## config.mk

```make
export PLATFORM = sky130hd
export DESIGN_NAME = tdm_audio_tx
export DESIGN_NICKNAME = d
export VERILOG_FILES = /design/src/rtl/atx_pkg.sv /design/src/rtl/atx_edge_det.sv /design/src/rtl/atx_frame_ctl.sv /design/src/rtl/atx_sample_bank.sv /design/src/rtl/atx_serializer.sv /design/src/rtl/tdm_audio_tx.sv
export SDC_FILE = /design/constraint.sdc
export NUM_CORES = 1
export LEC_CHECK = 0
export ABC_AREA = 0
export BUFFER_PORTS_ARGS = -buffer_cell sky130_fd_sc_hd__buf_2
export CAP_MARGIN = 20
export CELL_PAD_IN_SITES_DETAIL_PLACEMENT = 2
export CELL_PAD_IN_SITES_GLOBAL_PLACEMENT = 2
export CORE_ASPECT_RATIO = 0.7
export CORE_MARGIN = 10
export CORE_UTILIZATION = 37
export DETAILED_ROUTE_END_ITERATION = 8
export MAX_ROUTING_LAYER = met4
export PLACE_DENSITY_LB_ADDON = 0.1
export SYNTH_ARGS = -nofsm -noshare
export SYNTH_HDL_FRONTEND = slang
export SYNTH_SLANG_ARGS = --single-unit
```

## constraint.sdc

```tcl
create_clock -name clk -period 4.45 [get_ports clk]
set_input_delay 0 -clock clk [delete_from_list [all_inputs] [get_ports clk]]
set_output_delay 0 -clock clk [all_outputs]
set_load 0.01 [all_outputs]
```

## src/rtl/atx_pkg.sv

```systemverilog
package atx_pkg;

    typedef enum logic {
        FMT_LJ  = 1'b0,
        FMT_TDM = 1'b1
    } atx_fmt_e;

    // Events seen on a bit-clock rising edge
    typedef struct packed {
        logic frame_start;
        logic half_start;
    } atx_evt_t;

    // State that holds for the frame in progress
    typedef struct packed {
        logic     active;
        atx_fmt_e fmt;
        logic     second_half;
    } atx_frame_state_t;

    // Width of the bit-position counter: one more bit than a full TDM frame needs
    function automatic int unsigned pos_width(input int unsigned nch, input int unsigned slot_w);
        return $clog2(nch * slot_w) + 1;
    endfunction

    // Number of serial lines: one per channel pair
    function automatic int unsigned line_count(input int unsigned nch);
        return (nch + 1) / 2;
    endfunction

endpackage

```

## src/rtl/atx_edge_det.sv

```systemverilog
module atx_edge_det (
    input  logic clk,
    input  logic rst,
    input  logic sig,
    output logic rise,
    output logic fall
);
    logic sig_q;

    always_ff @(posedge clk) begin
        if (rst) sig_q <= 1'b0;
        else     sig_q <= sig;
    end

    assign rise = sig & ~sig_q;
    assign fall = ~sig & sig_q;
endmodule

```

## src/rtl/atx_frame_ctl.sv

```systemverilog
module atx_frame_ctl
    import atx_pkg::*;
(
    input  logic             clk,
    input  logic             rst,
    input  logic             sclk_rise,
    input  logic             fs,
    input  atx_fmt_e         fmt_sel,
    output atx_evt_t         evt,
    output atx_frame_state_t st
);
    logic fs_q;

    always_comb begin
        evt.frame_start = sclk_rise & fs & ~fs_q;
        evt.half_start  = sclk_rise & st.active & (st.fmt == FMT_LJ) & ~fs & fs_q;
    end

    always_ff @(posedge clk) begin
        if (rst) begin
            fs_q           <= 1'b0;
            st.active      <= 1'b0;
            st.fmt         <= FMT_LJ;
            st.second_half <= 1'b0;
        end else if (sclk_rise) begin
            fs_q <= fs;
            if (evt.frame_start) begin
                st.active      <= 1'b1;
                st.fmt         <= fmt_sel;
                st.second_half <= 1'b0;
            end else if (evt.half_start) begin
                st.second_half <= 1'b1;
            end
        end
    end
endmodule

```

## src/rtl/atx_sample_bank.sv

```systemverilog
module atx_sample_bank #(
    parameter int unsigned NUM_CH   = 8,
    parameter int unsigned SAMPLE_W = 24,
    localparam int unsigned TOTAL_W = NUM_CH * SAMPLE_W
) (
    input  logic               clk,
    input  logic               rst,
    input  logic               load,
    input  logic [TOTAL_W-1:0] samples_in,
    input  logic               capture,
    output logic [TOTAL_W-1:0] shadow
);
    logic [TOTAL_W-1:0] staging;

    always_ff @(posedge clk) begin
        if (rst) begin
            staging <= '0;
            shadow  <= '0;
        end else begin
            if (load)    staging <= samples_in;
            if (capture) shadow  <= load ? samples_in : staging;
        end
    end
endmodule

```

## src/rtl/atx_serializer.sv

```systemverilog
module atx_serializer
    import atx_pkg::*;
#(
    parameter int unsigned NUM_CH   = 8,
    parameter int unsigned SAMPLE_W = 24,
    parameter int unsigned SLOT_W   = 32,
    localparam int unsigned NUM_LINES = line_count(NUM_CH),
    localparam int unsigned POS_W     = pos_width(NUM_CH, SLOT_W),
    localparam int unsigned TOTAL_W   = NUM_CH * SAMPLE_W
) (
    input  logic                 clk,
    input  logic                 rst,
    input  logic                 sclk_fall,
    input  logic                 restart,
    input  atx_frame_state_t     st,
    input  logic [TOTAL_W-1:0]   shadow,
    output logic [NUM_LINES-1:0] sdout
);
    localparam logic [POS_W-1:0] POS_MAX = '1;

    logic [SAMPLE_W-1:0]  words [NUM_CH];
    logic [POS_W-1:0]     pos, pos_next;
    logic                 restart_pend;
    logic                 tdm_bit;
    logic [NUM_LINES-1:0] lj_bits;
    logic [NUM_LINES-1:0] line_next;

    for (genvar c = 0; c < NUM_CH; c++) begin : g_unpack
        assign words[c] = shadow[c*SAMPLE_W +: SAMPLE_W];
    end

    // MSB-first bit idx of a word; idx past the word gives 0
    function automatic logic msb_bit(input logic [SAMPLE_W-1:0] w, input int unsigned idx);
        logic r;
        r = 1'b0;
        for (int unsigned b = 0; b < SAMPLE_W; b++) begin
            if (idx == b) r = w[SAMPLE_W-1-b];
        end
        return r;
    endfunction

    // Word of channel idx; idx past the last channel gives 0
    function automatic logic [SAMPLE_W-1:0] pick_word(input int unsigned idx);
        logic [SAMPLE_W-1:0] r;
        r = '0;
        for (int unsigned c = 0; c < NUM_CH; c++) begin
            if (idx == c) r = words[c];
        end
        return r;
    endfunction

    always_comb begin
        if (restart_pend)        pos_next = '0;
        else if (pos == POS_MAX) pos_next = pos;
        else                     pos_next = pos + 1'b1;
    end

    always_comb begin
        int unsigned slot_i;
        int unsigned bit_i;
        slot_i  = 32'(pos_next) / SLOT_W;
        bit_i   = 32'(pos_next) % SLOT_W;
        tdm_bit = msb_bit(pick_word(slot_i), bit_i);
    end

    for (genvar p = 0; p < NUM_LINES; p++) begin : g_line
        if (2*p + 1 < NUM_CH) begin : g_pair
            assign lj_bits[p] = msb_bit(st.second_half ? words[2*p+1] : words[2*p], 32'(pos_next));
        end else begin : g_single
            assign lj_bits[p] = st.second_half ? 1'b0 : msb_bit(words[2*p], 32'(pos_next));
        end
    end

    always_comb begin
        line_next = '0;
        if (st.active) begin
            if (st.fmt == FMT_TDM) line_next[0] = tdm_bit;
            else                   line_next    = lj_bits;
        end
    end

    always_ff @(posedge clk) begin
        if (rst) begin
            pos          <= '0;
            restart_pend <= 1'b0;
            sdout        <= '0;
        end else begin
            if (restart) restart_pend <= 1'b1;
            if (sclk_fall) begin
                restart_pend <= 1'b0;
                pos          <= pos_next;
                sdout        <= line_next;
            end
        end
    end
endmodule

```

## src/rtl/tdm_audio_tx.sv

```systemverilog
module tdm_audio_tx
    import atx_pkg::*;
#(
    parameter int unsigned NUM_CH   = 8,
    parameter int unsigned SAMPLE_W = 24,
    parameter int unsigned SLOT_W   = 32
) (
    input  logic                         clk,
    input  logic                         rst,
    input  logic                         load,
    input  logic [NUM_CH*SAMPLE_W-1:0]   samples,
    input  logic                         sclk,
    input  logic                         fs,
    input  atx_fmt_e                     fmt_sel,
    output logic [(NUM_CH+1)/2-1:0]      sdout
);
    logic             sclk_rise, sclk_fall;
    atx_evt_t         evt;
    atx_frame_state_t st;
    logic [NUM_CH*SAMPLE_W-1:0] shadow;

    logic     frame_start;
    logic     restart;
    logic     active;
    atx_fmt_e fmt_q;

    assign frame_start = evt.frame_start;
    assign restart     = evt.frame_start | evt.half_start;
    assign active      = st.active;
    assign fmt_q       = st.fmt;

    atx_edge_det u_sclk_edge (
        .clk  (clk),
        .rst  (rst),
        .sig  (sclk),
        .rise (sclk_rise),
        .fall (sclk_fall)
    );

    atx_frame_ctl u_frame (
        .clk       (clk),
        .rst       (rst),
        .sclk_rise (sclk_rise),
        .fs        (fs),
        .fmt_sel   (fmt_sel),
        .evt       (evt),
        .st        (st)
    );

    atx_sample_bank #(.NUM_CH(NUM_CH), .SAMPLE_W(SAMPLE_W)) u_bank (
        .clk        (clk),
        .rst        (rst),
        .load       (load),
        .samples_in (samples),
        .capture    (frame_start),
        .shadow     (shadow)
    );

    atx_serializer #(.NUM_CH(NUM_CH), .SAMPLE_W(SAMPLE_W), .SLOT_W(SLOT_W)) u_ser (
        .clk       (clk),
        .rst       (rst),
        .sclk_fall (sclk_fall),
        .restart   (restart),
        .st        (st),
        .shadow    (shadow),
        .sdout     (sdout)
    );
endmodule

```

==> results.md <==
- Synth async-reset ratio: 0%
- Peak supply drop: 0.000376 V
- Crit-path max FO: 12
- Synth Instances: 1818
- YS warnings: 0
- Antenna violations before repair: 11
- Sink Count: 403
- # port buffers: 201
- Multi-input logic area: 0.00894 sq mm
- Drt wl/cell: 32.7 microns
- Top achievable clock speed: 240 MHz
- Cell-internal power: 0.00643 W
- Hold Path Class: input pin to flop
- Status: complete, no violations
- CTS tree: built
- Net Count, Synth: 2017
- Clock buffer depth: 3
- Skew final: 0.0212 ns
- Top-count cell post-synth: dfxtp_1
- Rel. slew slack: 34.4%
- Mapped cell area: 0.0176 sq mm
- Drt total wl: 94000 microns
- Syn Area/Cell: 9.66 sq um
- H-tree levels: 2
- Fill cells: 4739
- Initial Util: 37.6%
- Initial drt markers: 1925
- Width of the die: 280 microns
- Post-synthesis sequential area ratio: 45.9%
- Slowest-stage cell, CP: nor4_1
- Row cnt: 66
- Vias: 17500
- Clock share of power: 40.6%
- Hold violation count in the final report: 0
- RSZ-0062 raised after global routing: no
- Detailed Place HPWL: 61700 microns
- Via-to-Cell Ratio: 6.10
- DRC Markers: 0
- Post-synth top cells: 403 x dfxtp_1, 264 x mux2i_1, 257 x nor2_1
- Finished Layout Cells: 2874
- Post-CTS setup buffer count: 0
- Worst-skew pair later-pin latency: 0.57 ns
- WP data required: 4.94 ns
- Total GRT Usage: 32.9%
- Data arrival time of the critical path: 4.65 ns
- Max incr delay on CP: 0.59 ns
- Final period util: 93.6%
- Net count, final: 2428
- Placed Instance Area: 0.0197 sq mm
- Area Overhead vs Synth: 31.4%
- Congestion Overflow GR: 0
- Number of global-route vias before repair: 19100
- Leakage: 10.2 nW
- Synth Register Bits: 403
- Crit path launch type: flop
- Final setup vio count: 0
- First-pass GRT wire length: 136000 microns
- CTS Buf Count: 41
- Pwr dens: 390 mW/mm^2
- Largest net degree at the start of global routing: 194
- Switch Pwr: 0.00257 W
- DRT Pass-1 Iters: 5
- Biggest area consumer among synthesized cells: dfxtp_1
- Crit Path Category: flop to flop
- Actual slew at the worst max-slew pin: 0.985 ns
- Yosys cell types: 73
- Core box area: 0.0467 sq mm
- Min Clock Period, post-route: 4.17 ns
- Clk root buf: clkbuf_16
- Share of post-route cells with drive strength above 1: 18.7%
- Comb pwr share: 12.7%
- DRT antenna net count: 0
- Cells after DPL: 2602
- Flop pwr share: 46.8%
- Crit-path cells: ha_1 -> buf_4 -> nand4_1 -> nor4_1 -> o21ai_1 -> nor3_1 -> buf_4 -> o211ai_1 -> o21ai_0 -> a2111oi_0 -> o21ai_0 -> a31oi_1 -> o211ai_1
- Switch share: 28.6%
- Top post-synthesis cells by area: dfxtp_1 46%, mux2i_1 15%, o22a_1 9.6%
- Max-Cap Viols: 0
- Slew Limit Fails: 0
- Setup TNS Final: 0 ns
- Placer Congestion: 1.03
- Endpoint type of the worst setup path: flop
- Num ports: 202
- Post-synth EDFFs: 0
- Worst-path clk slew: 0.07 ns
- Top_reg_cell synth: dfxtp_1
- Die Ht: 202 microns
- Area share of the largest cell type after synthesis: 45.9%
- Post-Layout Inst Area: 0.0231 sq mm
- Storage element area: 0.00807 sq mm
- Die area: 0.0567 sq mm
[per-stage QoR]
step                power (W)  hold WS (ns)  setup WS [ns]  utilization [%]
finish                0.00901        0.0820          0.284             49.5
global route          0.00928         0.123         0.0243             49.5
CTS                   0.00885        0.0923          0.185             49.4
detailed placement    0.00518         0.259          0.174             42.3
global placement      0.00513         0.242          0.448             42.3
floorplan             0.00466         0.128           1.21                -
[per-layer routing]
metal / track usage, % / share of wire, % / vias up
met1: 42.1 / 43 / 9036
met5: - / 0 / -
li1: - / - / 7620
met3: 5.40 / 6.7 / 185
met2: 53.2 / 47 / 679
met4: 8.99 / 2.9 / 0
[cell type report]
cell class / instances / area share, %
clock inverter: 13 / 0.808
clock buffer: 57 / 5.06
timing repair buffer: 510 / 17.0
tap: 612 / 3.32
sequential: 403 / 35.0
multi-input combinational: 1269 / 38.7
antenna: 6 / 0.0651
inverter: 4 / 0.0651
[worst max-delay path: cells and delay by family, from the launching register on]
kind / cells / cell delay (ns)
DFF: 1 / 0.56
AOI/OAI and AO/OA: 7 / 1.52
and+or+nand+nor: 3 / 1.27
buffers and inverters: 2 / 0.43
adders and majority gates: 1 / 0.32
[layout by cell type (no fill, tap or decap), drive strengths merged, types with 19 or more instances in the layout]
cell	netlist	final
mux2	26	26
a21oi	75	75
o22a	193	193
mux2i	264	264
dfxtp	403	403
nand2	92	92
a211oi	19	19
nand3	31	31
dlygate4sd3	0	196
clkbuf	86	57
nor2	257	257
o21ai	52	52
buf	56	314
[sequential cells by signal, summed over array words and instances, names as in the netlist]
| signal | count |
|---|---|
| u_bank.shadow | 192 |
| u_sclk_edge.sig_q | 1 |
| u_frame.st | 3 |
| u_ser.sdout | 4 |
| u_bank.staging | 192 |
| u_frame.fs_q | 1 |
| u_ser.pos | 9 |
| u_ser.restart_pend | 1 |
[path summary, 6_finish.rpt]
kind | startpoint | to | slack (ns) | cells after the start
worst max-delay path | u_ser.pos[1]$_SDFFE_PP0P_ | u_ser.sdout[0]$_SDFFE_PP0P_ | 0.28 | 13
worst max register to register | u_ser.pos[1]$_SDFFE_PP0P_ | u_ser.sdout[0]$_SDFFE_PP0P_ | 0.28 | 13
worst min register to register | u_frame.st[2]$_SDFFE_PP0P_ | u_frame.st[2]$_SDFFE_PP0P_ | 0.51 | 2
worst min-delay path | load | u_bank.staging[147]$_SDFF_PP0_ | 0.08 | 3
[cells by family after synthesis]
| kind of cell | Yosys count | synth area share (%) |
|---|---|---|
| DFF | 403 | 45.9 |
| buffers and inverters | 146 | 3.33 |
| adders and majority gates | 1 | 0.0712 |
| AOI/OAI and AO/OA | 505 | 21.9 |
| muxes | 290 | 16.7 |
| and+or+nand+nor | 469 | 11.7 |
| xor gates and xnor gates | 4 | 0.306 |
[power groups by stage]
stage | clock [W] | combinational, W | sequential (W)
final | 0.00365 | 0.00114 | 0.00421
after global routing | 0.00385 | 0.00121 | 0.00421
after CTS | 0.00361 | 0.00107 | 0.00417
after detailed placement | 0 | 0.000924 | 0.00425
after global placement | 0 | 0.000894 | 0.00424
after floorplan | 0 | 0.000597 | 0.00406
[repair_timing]
action	4_1_cts	5_1_grt
gates resized for setup	0	2
endpoints found under the setup margin	0	1
hold buffers	196	0
endpoints found under the hold margin	391	0
No activity file was read; power rests on OpenSTA's default activity.
